## config.mk

```make
export PLATFORM = sky130hd
export DESIGN_NAME = mdio_slave
export DESIGN_NICKNAME = d
export VERILOG_FILES = /design/src/rtl/mdio_pkg.sv /design/src/rtl/mdio_edge_gate.sv /design/src/rtl/mdio_word_bank.sv /design/src/rtl/mdio_frame_fsm.sv /design/src/rtl/mdio_slave.sv
export SDC_FILE = /design/constraint.sdc
export NUM_CORES = 1
export LEC_CHECK = 0
export CORE_MARGIN = 4
export CORE_UTILIZATION = 65
export CTS_CLUSTER_DIAMETER = 60
export CTS_CLUSTER_SIZE = 14
export DETAILED_ROUTE_END_ITERATION = 7
export DONT_BUFFER_PORTS = 1
export PLACE_DENSITY_LB_ADDON = 0.05
export SLEW_MARGIN = 20
export SYNTH_ARGS = -nofsm -noshare
export SYNTH_HDL_FRONTEND = slang
export SYNTH_SLANG_ARGS = --single-unit
export TNS_END_PERCENT = 10
```

## constraint.sdc

```tcl
create_clock -name clk -period 6.4 [get_ports clk]
set_input_delay 1.28 -clock clk [delete_from_list [all_inputs] [get_ports clk]]
set_output_delay 1.28 -clock clk [all_outputs]
set_load 0.01 [all_outputs]
```

## src/rtl/mdio_pkg.sv

```systemverilog
// Package mdio_pkg
// Shared constants and the frame-state type of the management slave port.
// Assumes the standard frame layout: 2-bit opcode, 5-bit address fields,
// two turnaround bits and a 16-bit data word.
package mdio_pkg;
    localparam int FIELD_W  = 5;                  // width of address and index fields
    localparam int DATA_W   = 16;                 // width of one storage word
    localparam int OP_W     = 2;                  // opcode width
    localparam int HDR_BITS = OP_W + 2 * FIELD_W; // opcode + bus address + index
    localparam int NWORDS   = 2 ** FIELD_W;       // directly addressed words
    localparam int CNT_W    = 5;                  // bit counter width

    localparam logic [OP_W-1:0] OP_RD = 2'b10;
    localparam logic [OP_W-1:0] OP_WR = 2'b01;

    typedef enum logic [2:0] {
        S_IDLE,   // waiting for the first 0 of the start pair
        S_START,  // waiting for the 1 that completes the start pair
        S_HDR,    // shifting in opcode, bus address and index
        S_TA,     // two turnaround bit times
        S_DATA    // sixteen data bit times
    } frame_state_e;
endpackage

```

## src/rtl/mdio_edge_gate.sv

```systemverilog
// Module mdio_edge_gate
// Finds MDC rising edges in the clk domain and withholds the first one
// after reset is released. Assumes mdc is already synchronous to clk.
module mdio_edge_gate (
    input  logic clk,
    input  logic rst_n,
    input  logic mdc,
    output logic bit_stb,
    output logic armed
);
    logic mdc_q;
    logic rise;

    assign rise    = mdc & ~mdc_q;
    assign bit_stb = rise & armed;

    // Track MDC (also during reset, so a high MDC gives no false edge) and arm after one edge.
    always_ff @(posedge clk) begin
        mdc_q <= mdc;
        if (!rst_n) begin
            armed <= 1'b0;
        end else if (rise) begin
            armed <= 1'b1;
        end
    end

    // the edge that arms the gate is never passed on as a bit strobe
    a_r7_first_edge_dropped: assert property (@(posedge clk) disable iff (!rst_n)
        (rise && !armed) |-> !bit_stb);
endmodule

```

## src/rtl/mdio_word_bank.sv

```systemverilog
// Module mdio_word_bank
// Generic storage of NW words of DW bits with one registered write port
// and one combinational read port. All words clear on reset.
module mdio_word_bank #(
    parameter int NW = 32,
    parameter int DW = 16,
    localparam int AW = $clog2(NW)
) (
    input  logic          clk,
    input  logic          rst_n,
    input  logic          wr_en,
    input  logic [AW-1:0] wr_idx,
    input  logic [DW-1:0] wr_data,
    input  logic [AW-1:0] rd_idx,
    output logic [DW-1:0] rd_data
);
    logic [DW-1:0] words [NW];

    for (genvar g = 0; g < NW; g++) begin : g_word
        // Hold one word; load it when the write port selects it.
        always_ff @(posedge clk) begin
            if (!rst_n) begin
                words[g] <= '0;
            end else if (wr_en && (wr_idx == AW'(g))) begin
                words[g] <= wr_data;
            end
        end
    end

    assign rd_data = words[rd_idx];
endmodule

```

## src/rtl/mdio_frame_fsm.sv

```systemverilog
// Module mdio_frame_fsm
// Walks one management frame per bit strobe: finds the start pair, collects
// the header, decides whether the frame is accepted, then either shifts read
// data out or collects write data. A frame that is not accepted is followed
// to its end without effect. Assumes bit_stb marks a valid MDC rising edge.
module mdio_frame_fsm
    import mdio_pkg::*;
(
    input  logic               clk,
    input  logic               rst_n,
    input  logic               bit_stb,
    input  logic               din,
    input  logic [FIELD_W-1:0] own_addr,
    input  logic [DATA_W-1:0]  rd_data,
    output logic [FIELD_W-1:0] word_idx,
    output logic               wr_en,
    output logic [DATA_W-1:0]  wr_data,
    output logic               busy,
    output logic               mdio_o,
    output logic               mdio_oe
);
    frame_state_e          state;
    logic [CNT_W-1:0]      cnt;
    logic [HDR_BITS-1:0]   hdr;
    logic [HDR_BITS-1:0]   hdr_nxt;
    logic                  act;
    logic                  is_rd;
    logic [DATA_W-1:0]     shreg;
    logic [DATA_W-1:0]     wdat;
    logic [OP_W-1:0]       op_nxt;
    logic [FIELD_W-1:0]    phy_nxt;

    // Header as it will be after the current bit is shifted in.
    always_comb begin
        hdr_nxt = {hdr[HDR_BITS-2:0], din};
        op_nxt  = hdr_nxt[HDR_BITS-1 -: OP_W];
        phy_nxt = hdr_nxt[2*FIELD_W-1 -: FIELD_W];
    end

    assign word_idx = hdr[FIELD_W-1:0];
    assign wr_data  = wdat;
    assign busy     = (state != S_IDLE);

    // Frame sequencer: one step per accepted MDC rising edge.
    always_ff @(posedge clk) begin
        if (!rst_n) begin
            state   <= S_IDLE;
            cnt     <= '0;
            hdr     <= '0;
            act     <= 1'b0;
            is_rd   <= 1'b0;
            shreg   <= '0;
            wdat    <= '0;
            wr_en   <= 1'b0;
            mdio_o  <= 1'b0;
            mdio_oe <= 1'b0;
        end else begin
            wr_en <= 1'b0;
            if (bit_stb) begin
                unique case (state)
                    S_IDLE: begin
                        if (!din) state <= S_START;
                    end
                    S_START: begin
                        if (din) begin
                            state <= S_HDR;
                            cnt   <= '0;
                            act   <= 1'b0;
                        end
                    end
                    S_HDR: begin
                        hdr <= hdr_nxt;
                        cnt <= cnt + 1'b1;
                        if (cnt == CNT_W'(HDR_BITS - 1)) begin
                            state <= S_TA;
                            cnt   <= '0;
                            act   <= (phy_nxt == own_addr) &&
                                     ((op_nxt == OP_RD) || (op_nxt == OP_WR));
                            is_rd <= (op_nxt == OP_RD);
                        end
                    end
                    S_TA: begin
                        if (cnt == '0) begin
                            cnt <= 1'b1;
                            if (act && is_rd) begin
                                mdio_oe <= 1'b1;
                                mdio_o  <= 1'b0;
                                shreg   <= rd_data;
                            end
                        end else begin
                            state <= S_DATA;
                            cnt   <= '0;
                            if (act && is_rd) begin
                                mdio_o <= shreg[DATA_W-1];
                                shreg  <= {shreg[DATA_W-2:0], 1'b0};
                            end
                        end
                    end
                    S_DATA: begin
                        wdat <= {wdat[DATA_W-2:0], din};
                        cnt  <= cnt + 1'b1;
                        if (cnt == CNT_W'(DATA_W - 1)) begin
                            state   <= S_IDLE;
                            cnt     <= '0;
                            mdio_oe <= 1'b0;
                            mdio_o  <= 1'b0;
                            wr_en   <= act && !is_rd;
                        end else if (act && is_rd) begin
                            mdio_o <= shreg[DATA_W-1];
                            shreg  <= {shreg[DATA_W-2:0], 1'b0};
                        end
                    end
                    default: state <= S_IDLE;
                endcase
            end
        end
    end

    // the line is driven only inside an accepted read frame
    a_r3_drive_only_on_read: assert property (@(posedge clk) disable iff (!rst_n)
        mdio_oe |-> (act && is_rd && (state == S_TA || state == S_DATA)));

    // the first driven bit is the low turnaround bit
    a_r3_ta2_low: assert property (@(posedge clk) disable iff (!rst_n)
        $rose(mdio_oe) |-> !mdio_o);

    // an accepted write never drives the line
    a_r2_write_quiet: assert property (@(posedge clk) disable iff (!rst_n)
        (act && !is_rd) |-> !mdio_oe);

    // a store request comes only at the end of an accepted write
    a_r2_commit_at_end: assert property (@(posedge clk) disable iff (!rst_n)
        wr_en |-> (state == S_IDLE && act && !is_rd));

    // acceptance needs a matching address and a legal opcode
    a_r5_accept_rule: assert property (@(posedge clk) disable iff (!rst_n)
        (act && (state == S_TA || state == S_DATA)) |->
        (hdr[2*FIELD_W-1 -: FIELD_W] == own_addr &&
         (hdr[HDR_BITS-1 -: OP_W] == OP_RD || hdr[HDR_BITS-1 -: OP_W] == OP_WR)));

    // without a bit strobe the sequencer does not move
    a_r9_hold_without_edge: assert property (@(posedge clk) disable iff (!rst_n)
        !bit_stb |=> ($stable(state) && $stable(cnt)));
endmodule

```

## src/rtl/mdio_slave.sv

```systemverilog
// Module mdio_slave
// Top of the management slave port: copies the bus address from straps
// during reset, gates MDC edges, runs the frame sequencer and holds the
// word bank. Assumes mdc and mdio_i are synchronous to clk; ADDR_W is 4 or 5.
module mdio_slave
    import mdio_pkg::*;
#(
    parameter int ADDR_W = 5
) (
    input  logic              clk,
    input  logic              rst_n,
    input  logic [ADDR_W-1:0] strap_addr,
    input  logic              mdc,
    input  logic              mdio_i,
    output logic              mdio_o,
    output logic              mdio_oe
);
    logic [ADDR_W-1:0]  strap_q;
    logic [FIELD_W-1:0] own_addr;
    logic               bit_stb;
    logic               armed;
    logic [FIELD_W-1:0] word_idx;
    logic               wr_en;
    logic [DATA_W-1:0]  wr_data;
    logic [DATA_W-1:0]  rd_data;
    logic               busy;

    // Copy the strap pins while reset is held; keep them afterwards.
    always_ff @(posedge clk) begin
        if (!rst_n) strap_q <= strap_addr;
    end

    assign own_addr = FIELD_W'(strap_q);

    mdio_edge_gate u_gate (
        .clk     (clk),
        .rst_n   (rst_n),
        .mdc     (mdc),
        .bit_stb (bit_stb),
        .armed   (armed)
    );

    mdio_frame_fsm u_fsm (
        .clk      (clk),
        .rst_n    (rst_n),
        .bit_stb  (bit_stb),
        .din      (mdio_i),
        .own_addr (own_addr),
        .rd_data  (rd_data),
        .word_idx (word_idx),
        .wr_en    (wr_en),
        .wr_data  (wr_data),
        .busy     (busy),
        .mdio_o   (mdio_o),
        .mdio_oe  (mdio_oe)
    );

    mdio_word_bank #(
        .NW (NWORDS),
        .DW (DATA_W)
    ) u_bank (
        .clk     (clk),
        .rst_n   (rst_n),
        .wr_en   (wr_en),
        .wr_idx  (word_idx),
        .wr_data (wr_data),
        .rd_idx  (word_idx),
        .rd_data (rd_data)
    );

    // until the first edge has been discarded no frame is in progress
    a_r7_blank_idle: assert property (@(posedge clk) disable iff (!rst_n)
        !armed |-> (!busy && !mdio_oe));

    // the latched address never changes outside reset
    a_r4_strap_held: assert property (@(posedge clk) disable iff (!rst_n)
        $stable(strap_q));
endmodule

```

==> results of run 1 <==
==> critical path, cell delays in order (launching register included) <==
cell,delay (ns)
dfxtp_4,0.92
buf_6,0.68
mux4_2,0.62
a22oi_1,0.38
nand4_1,0.21
a22o_1,0.23
==> state kept, by name, indices dropped and copies added (netlist names), 3 cells and up, named ones only <==
register / count
u_bank.words: 512
u_fsm.shreg: 16
u_fsm.wr_data: 16
u_fsm.hdr: 11
own_addr: 5
u_fsm.cnt: 5
u_fsm.state: 3
==> path summary, 6_finish.rpt <==
kind | startpoint | to | cells past startpoint
setup reg to reg | flop | u_fsm.shreg[3] | 5
hold / removal | u_fsm.hdr[9] | u_fsm.hdr[9] | 2
hold reg to reg | u_fsm.hdr[9] | u_fsm.hdr[9] | 2
setup / recovery | flop | u_fsm.shreg[3] | 5
==> report_power, final <==
group	switching (uW)	total, uW	internal (uW)	leakage, uW
clock	1320	2800	1480	0.000674
combinational	130	207	77.0	0.00322
sequential	48.1	4320	4270	0.00542
==> kinds of logic after synthesis <==
logic type | share of synthesized area (%)
xor gates and xnor gates | 0.165
DFF | 63.4
muxes | 11.0
buffers and inverters | 2.96
adders and majority gates | 0.189
AOI/OAI and AO/OA | 3.88
and+or+nand+nor | 18.4
==> area by class of cell <==
class,count,share of cell area [%]
Tap cell,525,2.32
Sequential cell,580,59.3
Inverter,10,0.132
Timing Repair Buffer,67,1.79
Multi-Input combinational cell,1152,31.5
Clock buffer,84,4.79
Clock inverter,4,0.177
==> routing by layer <==
metal / vias to the layer above / routed length, microns / global-route usage, %
met2: 868 / 30700 / 46.5
met1: 7984 / 26100 / 45.2
met4: 2 / 2160 / 9.61
met5: - / 13 / 0
met3: 135 / 7660 / 7.25
li1: 6828 / - / -
==> synth_stat cells (5+ instances only) <==
library cell	instances
buf_2	30
and2_1	513
mux2i_1	11
and3_1	16
edfxtp_1	517
a31oi_1	31
dfxtp_1	63
nand3_1	37
inv_1	9
a22oi_1	20
nor2b_1	7
a21oi_1	37
a32o_1	13
mux4_2	124
nor2_1	54
buf_4	7
nand4_1	18
nand2_1	140
o21ai_0	36
nand2b_1	35
clkbuf_1	115
buf_6	5
==> through the flow <==
stage                     area [sq um]  power, uW  setup WS (ns)
after CTS                        28300       7340           2.77
final                            28300       7320           3.16
after global routing             28300       7510           2.89
after floorplan                  26500       4510           3.63
after detailed placement         26900       4610           2.78
after global placement           26900       4590           2.82
==> cell usage in the layout, fill, tap and decap left out, types with 4 or more instances in the layout <==
master,n
nor2b_1,7
a32o_1,13
o21ai_0,4
nand2_1,140
inv_1,9
o21ai_1,32
a22oi_1,20
nand2b_1,35
and2_1,513
mux2i_1,11
dfxtp_1,57
nand3_1,37
nand4_1,18
clkbuf_1,34
and3_1,16
dfxtp_4,4
o2111ai_1,4
nor2_2,11
edfxtp_1,517
ha_1,4
a31oi_1,30
a21oi_1,37
mux4_2,124
clkbuf_16,49
buf_4,66
nor2_1,44
==> summary.txt, run 1 <==
Routing
  • DRC viols: 0
  • Final ANT Viol Nets: 0
  • DRT iter0 DRCs: ~2000
  • Vias: approximately 16000
  • Total wire length: between 60000 and 70000 microns
  • Routed wire per std cell: 27.5 microns
  • Total iterations of the first detailed-routing run: 6
  • Via-per-instance ratio: between 6 and 7

Cells and area
  • Area occupied by multi-input gates: 8930 sq um
  • Area growth, synth to finish: 7.08%
  • Layout Nets: 1872
  • Seq. cell area: about 17000 sq um
  • Non-Filler Instances: ~2400
  • Fillers: about 2700
  • Fin util: a little under three quarters
  • Layout cells sized above 1: 14.4%
  • Number of antenna diodes: 0

Clock tree
  • Max clock buf depth: 3
  • Clk slew on worst S/H paths: approximately 0.07 ns
  • CTS Sinks: 580
  • Clk_lat worst skew: slightly below 0.6 ns
  • Root Buffer: clkbuf_16
  • Hold_buf cts: 0
  • H-tree depth: 2
  • CTS tree: done
  • Resize count post-CTS: 0
  • Post-CTS setup repair buffer count: 0
  • CTS buffer count: between 40 and 50

Yosys
  • Synthesized flop and latch total: 580
  • Synth top area share: about three fifths
  • Synth cell types: about 60
  • Part of the Yosys area used for sequential elements: roughly 63%
  • Async set-reset flop share out of synthesis: 0%
  • Mapped Nets: 1918
  • Netlist area before placement: between 20000 and 30000 sq um
  • Area leader, netlist: edfxtp_1
  • Top post-synthesis cells by area: edfxtp_1, and2_1, mux4_2
  • Warnings from Yosys: 0
  • Syn avg cell area: around 14 sq um
  • Ys flop type: edfxtp_1
  • EDFF count, synth: between 500 and 600
  • Cell count after synthesis: between 1500 and 2000

Hold path
  • Min-Delay Path Class: reg2reg

Timing
  • FMAX: just over 0.3 GHz
  • Fin crit share: about 50%
  • Final Max Tran Viols: 0
  • Layout Skew: ~0.023 ns
  • RSZ-0062 raised after global routing: false
  • Final TNS setup: 0 ns
  • Final min period: between 3 and 4 ns
  • Worst Max-Slew Pin Slew: 1.16 ns
  • Final Hold Viols: 0
  • Final setup vio count: 0
  • Fin Hold WS: between 0.4 and 0.5 ns
  • Slew headroom: approximately 23%

Floorplanning
  • Die ar.: between 40000 and 50000 sq um
  • Num ports: 11
  • Die extent in y: ~210 microns
  • Initial Util: about two thirds
  • Row Count: between 70 and 80
  • Core area: 40000 sq um
  • Die X: 210 microns

Run status
  • Run status: finished clean

Power
  • Worst IR Drop VDD: about 240 uV
  • Cell Pwr Density: 258 nW/um^2
  • Leak pwr: roughly 0.0093 uW

Placed design
  • Input/output buffers: 0
  • Placed Cells incl. Taps: approximately 2300
  • GP Congestion: 0.873
  • Post-DP HPWL: 41100 microns

Critical path
  • Critical path endpoint category: flop
  • Data arrival time of the worst path: around 3.7 ns
  • Crit path required time: approximately 6.9 ns
  • Crit path kind: reg2reg
  • Startpoint types: flop
  • Critical path fanouts, max: between 80 and 90
  • R2R Setup Slk: about 3.2 ns

GRT
  • Tot GR Track Use: a little under a third
  • Pin count of the biggest net entering global routing: 85
  • First-pass GRT wire length: approximately 100000 microns
  • Total grt overflow: 0
  • Vias in the first global route: ~16000
  • Antenna violations before repair: 2

Flow run
  • Total of max-cap violations: 0
(Power assumes the default switching activity.)
==> run 2, diff against run 1 <==
Settings changed: ABC_AREA set to 1, CORE_UTILIZATION 65 to 58.
Clock period 6.4 ns to 2.75 ns, I/O delays scaled along.
==> run 2 against run 1 <==
  * Wire length up 13%
  * Final cell count grew 50%
  * Highest routed layer is now met4
  * Sequential power rose by 130%
  * Worst setup slack got worse by 2.8 ns
  * Global-route usage decreased by 0.93 points
  * Die area up 15%
  * Non-clock buffer count rose by 23
  * Largest power group unchanged
  * Clock power is 130% higher
==> summary.txt, run 2 <==
Clock tree
  • Resize count post-CTS: 0 (unchanged)
  • Root Buffer: clkbuf_16 (unchanged)
  • CTS tree: done (unchanged)
  • CTS buffer count: 48 (unchanged)
  • CTS Sinks: 580 (unchanged)
  • Clk_lat worst skew: 0.59 ns (about the same)
  • Max clock buf depth: 3 (unchanged)
  • Clk slew on worst S/H paths: 0.07 ns (about the same)
  • H-tree depth: 2 (unchanged)

Routing
  • Vias: 20600 (was 15800)
  • Via-per-instance ratio: 5.67 (was 6.53)
  • Total wire length: 75300 microns (was 66600 microns)
  • Final ANT Viol Nets: 0 (unchanged)
  • DRC viols: 0 (unchanged)
  • DRT iter0 DRCs: 2328 (was 1982)
  • Total iterations of the first detailed-routing run: 8 (was 6)
  • Routed wire per std cell: 20.8 microns (was 27.5 microns)

Cells and area
  • Fillers: 3895 (was 2695)
  • Layout Nets: 3002 (was 1872)
  • Max reg flops: 512 (unchanged)
  • Most frequent cells in the layout: nand2_1, nor2_1, edfxtp_1 (was edfxtp_1, and2_1, nand2_1)
  • Layout cells sized above 1: 6.26% (was 14.4%)
  • Number of antenna diodes: 0 (unchanged)
  • Area growth, synth to finish: 7.39% (was 7.08%)
  • Fin util: 63.0% (was 70.8%)
  • Reg with most FFs: u_bank.words (unchanged)
  • Commonest non-fill, non-tap cell in the layout: nand2_1 (was edfxtp_1)

Yosys
  • Part of the Yosys area used for sequential elements: 61.5% (was 63.4%)
  • Netlist area before placement: 27300 sq um (was 26500 sq um)
  • Synth top cells by count: nand2_1, nor2_1, edfxtp_1, nand3_1, inv_1 (was edfxtp_1, and2_1, nand2_1, mux4_2, clkbuf_1)
  • Count leader, synth: nand2_1 (was edfxtp_1)
  • EDFF count, synth: 517 (unchanged)
  • Syn avg cell area: 8.90 sq um (was 13.9 sq um)
  • Warnings from Yosys: 0 (unchanged)
  • Async set-reset flop share out of synthesis: 0% (unchanged)
  • Synth cell types: 37 (was 61)
  • Synth top area share: 56.9% (was 58.7%)
  • Ys flop type: edfxtp_1 (unchanged)
  • Top post-synthesis cells by area: edfxtp_1, nand2_1, nor2_1 (was edfxtp_1, and2_1, mux4_2)
  • Cell count after synthesis: 3068 (was 1905)
  • Synthesized flop and latch total: 580 (unchanged)
  • Mapped Nets: 3081 (was 1918)
  • Area leader, netlist: edfxtp_1 (unchanged)

Floorplanning
  • Die ar.: 50600 sq um (was 44000 sq um)
  • Initial Util: 58.6% (was 66.2%)
  • Core area: 46600 sq um (was 40000 sq um)
  • Num ports: 11 (unchanged)
  • Die X: 225 microns (was 210 microns)
  • Row Count: 79 (was 73)
  • Die extent in y: 225 microns (was 210 microns)

Critical path
  • Critical path fanouts, max: 148 (was 84)
  • CP Buf/Inv Count: 1 (unchanged)
  • Crit path required time: 3.27 ns (was 6.89 ns)
  • Largest delay share family, worst path: compound AO/OA/AOI/OAI gates (was flip-flops)
  • Most used cell, CP: nand3_1
  • Crit path kind: reg2reg (unchanged)
  • Cell Chain, Critical Path: buf_12 -> o21ai_0 -> o211ai_1 -> nand3_1 -> nand3_1 -> nand3_1 -> a21oi_1 (was buf_6 -> mux4_2 -> a22oi_1 -> nand4_1 -> a22o_1)
  • Critical R2R Capture: u_fsm.shreg[0] (was u_fsm.shreg[3])
  • Critical path endpoint category: flop (unchanged)
  • Data arrival time of the worst path: 2.88 ns (was 3.73 ns)
  • Startpoint types: flop (unchanged)
  • Stages on the worst setup path: 7 (was 5)
  • Slowest cell delay on critical path: 0.48 ns (was 0.92 ns)
  • R2R depth: 7 (was 5)
  • Setup crit end: u_fsm.shreg[0] (was u_fsm.shreg[3])
  • Slowest CP cell: dfxtp_4 (unchanged)
  • R2R Setup Slk: 0.38 ns (was 3.16 ns)

Run status
  • Run status: finished clean (unchanged)

Power
  • Worst IR Drop VDD: 728 uV (was 241 uV)
  • Leak pwr: 0.0111 uW (was 0.00932 uW)
  • Sw Share: 20.9% (was 20.4%)
  • Overall power: 17200 uW (was 7320 uW)
  • Seq pwr share: 58.4% (was 59.0%)
  • Pint: 13600 uW (was 5830 uW)
  • P_sw: 3590 uW (was 1500 uW)
  • Cell Pwr Density: 587 nW/um^2 (was 258 nW/um^2)
  • Clock power share: 38.1% (was 38.2%)
  • Combinational power share: 3.5% (was 2.8%)

Timing
  • Final min period: 2.37 ns (was 3.24 ns)
  • Final Max Tran Viols: 0 (unchanged)
  • Final setup vio count: 0 (unchanged)
  • Fin crit share: 86.1% (was 50.6%)
  • FMAX: 0.422 GHz (was 0.309 GHz)
  • Final WS setup: 0.382 ns (was 3.16 ns)
  • RSZ-0062 raised after global routing: false (unchanged)
  • Final Hold Viols: 0 (unchanged)
  • Slew headroom: 39.8% (was 22.6%)
  • Worst Max-Slew Pin Slew: 0.901 ns (was 1.16 ns)
  • Layout Skew: 0.0116 ns (was 0.0225 ns)
  • Final TNS setup: 0 ns (unchanged)

GRT
  • Antenna violations before repair: 0 (was 2)
  • Tot GR Track Use: 29.8% (was 30.7%)
  • First-pass GRT wire length: 115000 microns (was 100000 microns)
  • Total grt overflow: 0 (unchanged)
  • Pin count of the biggest net entering global routing: 149 (was 85)
  • Vias in the first global route: 19400 (was 15800)

Placed design
  • Post-Place Worst Slack: 0.454 ns (was 2.78 ns)
  • GP Congestion: 0.864 (was 0.873)
  • Post-DP HPWL: 44200 microns (was 41100 microns)
  • Input/output buffers: 0 (unchanged)

Hold path
  • Min-Delay Path Class: in2reg (was reg2reg)

Flow run
  • Total of max-cap violations: 0 (unchanged)
run 2: worst min path at each step:
stage	end	from	depth (start not counted)	slack, ns
6_report	own_addr[4]	strap_addr[4]	0	0.05
5_1_grt	own_addr[4]	strap_addr[4]	0	0.03
4_1_cts	own_addr[4]	strap_addr[4]	0	0.03
3_5_place_dp	u_fsm.wr_data[7]	u_fsm.wr_data[6]	2	0.46
3_3_place_gp	u_gate.armed	u_gate.armed	2	0.45
2_1_floorplan	u_gate.armed	u_gate.armed	2	0.44
run 2: layout make-up:
cell class              count  area [sq um]  share of cell area (%)
clock buffers              77          1370                    4.68
clock inverters             2          38.8                   0.132
inverters                 295          1110                    3.80
multi-input cells        1974          8390                    28.6
flip-flops and latches    580         16800                    57.3
well taps                 607           759                    2.59
repair buffers             90           841                    2.87
run 2: power by group through the flow:
| stage | Sequential, uW | Clock, uW | Combinational (uW) |
|---|---|---|---|
| floorplan | 10200 | 0 | 407 |
| global placement | 10200 | 0 | 581 |
| detailed placement | 10200 | 0 | 589 |
| CTS | 10100 | 6620 | 594 |
| global route | 10100 | 6990 | 668 |
| finish | 10100 | 6560 | 594 |
run 2: cell families (layout without fill, tap and decap cells):
kind of cell / after synthesis / in the layout / synth area share, %
AO/OA/AOI/OAI: 192 / 192 / 3.97
XOR/XNOR: 3 / 3 / 0.0963
adder cells (fa/ha/maj): 4 / 4 / 0.183
buffers and inverters: 514 / 464 / 7.76
flip-flops: 580 / 580 / 61.5
AND/OR/NAND/NOR: 1775 / 1775 / 26.5
run 2: stage by stage:
| stage | cells | hold WS [ns] | area [sq um] |
|---|---|---|---|
| 3_3_place_gp | 3545 | 0.446 | 27900 |
| 4_1_cts | 3625 | 0.0278 | 29300 |
| 6_report | 3625 | 0.0496 | 29300 |
| 3_5_place_dp | 3545 | 0.461 | 27900 |
| 5_1_grt | 3625 | 0.0302 | 29300 |
| 2_1_floorplan | 3068 | 0.436 | 27300 |
run 2: worst register-to-register path, cell delays in order, from the launching register on:
cell      delay, ns
dfxtp_4        0.48
buf_12         0.46
o21ai_0        0.45
o211ai_1       0.28
nand3_1        0.22
nand3_1        0.19
nand3_1        0.08
a21oi_1        0.14
run 2: repair_timing:
action                    4_1_cts  5_1_grt
hold endpoints to repair        1        0
setup buffers                   0        0
hold buffers                    1        0
run 2: metal layers:
layer  up-vias  global-route usage (%)  wire length (microns)
li1       9707                       -                      -
met1      9874                    41.8                  30700
met2       863                    48.4                  35900
met3       116                    4.85                   6390
met4         0                    9.27                   2330
met5         -                       0                      0
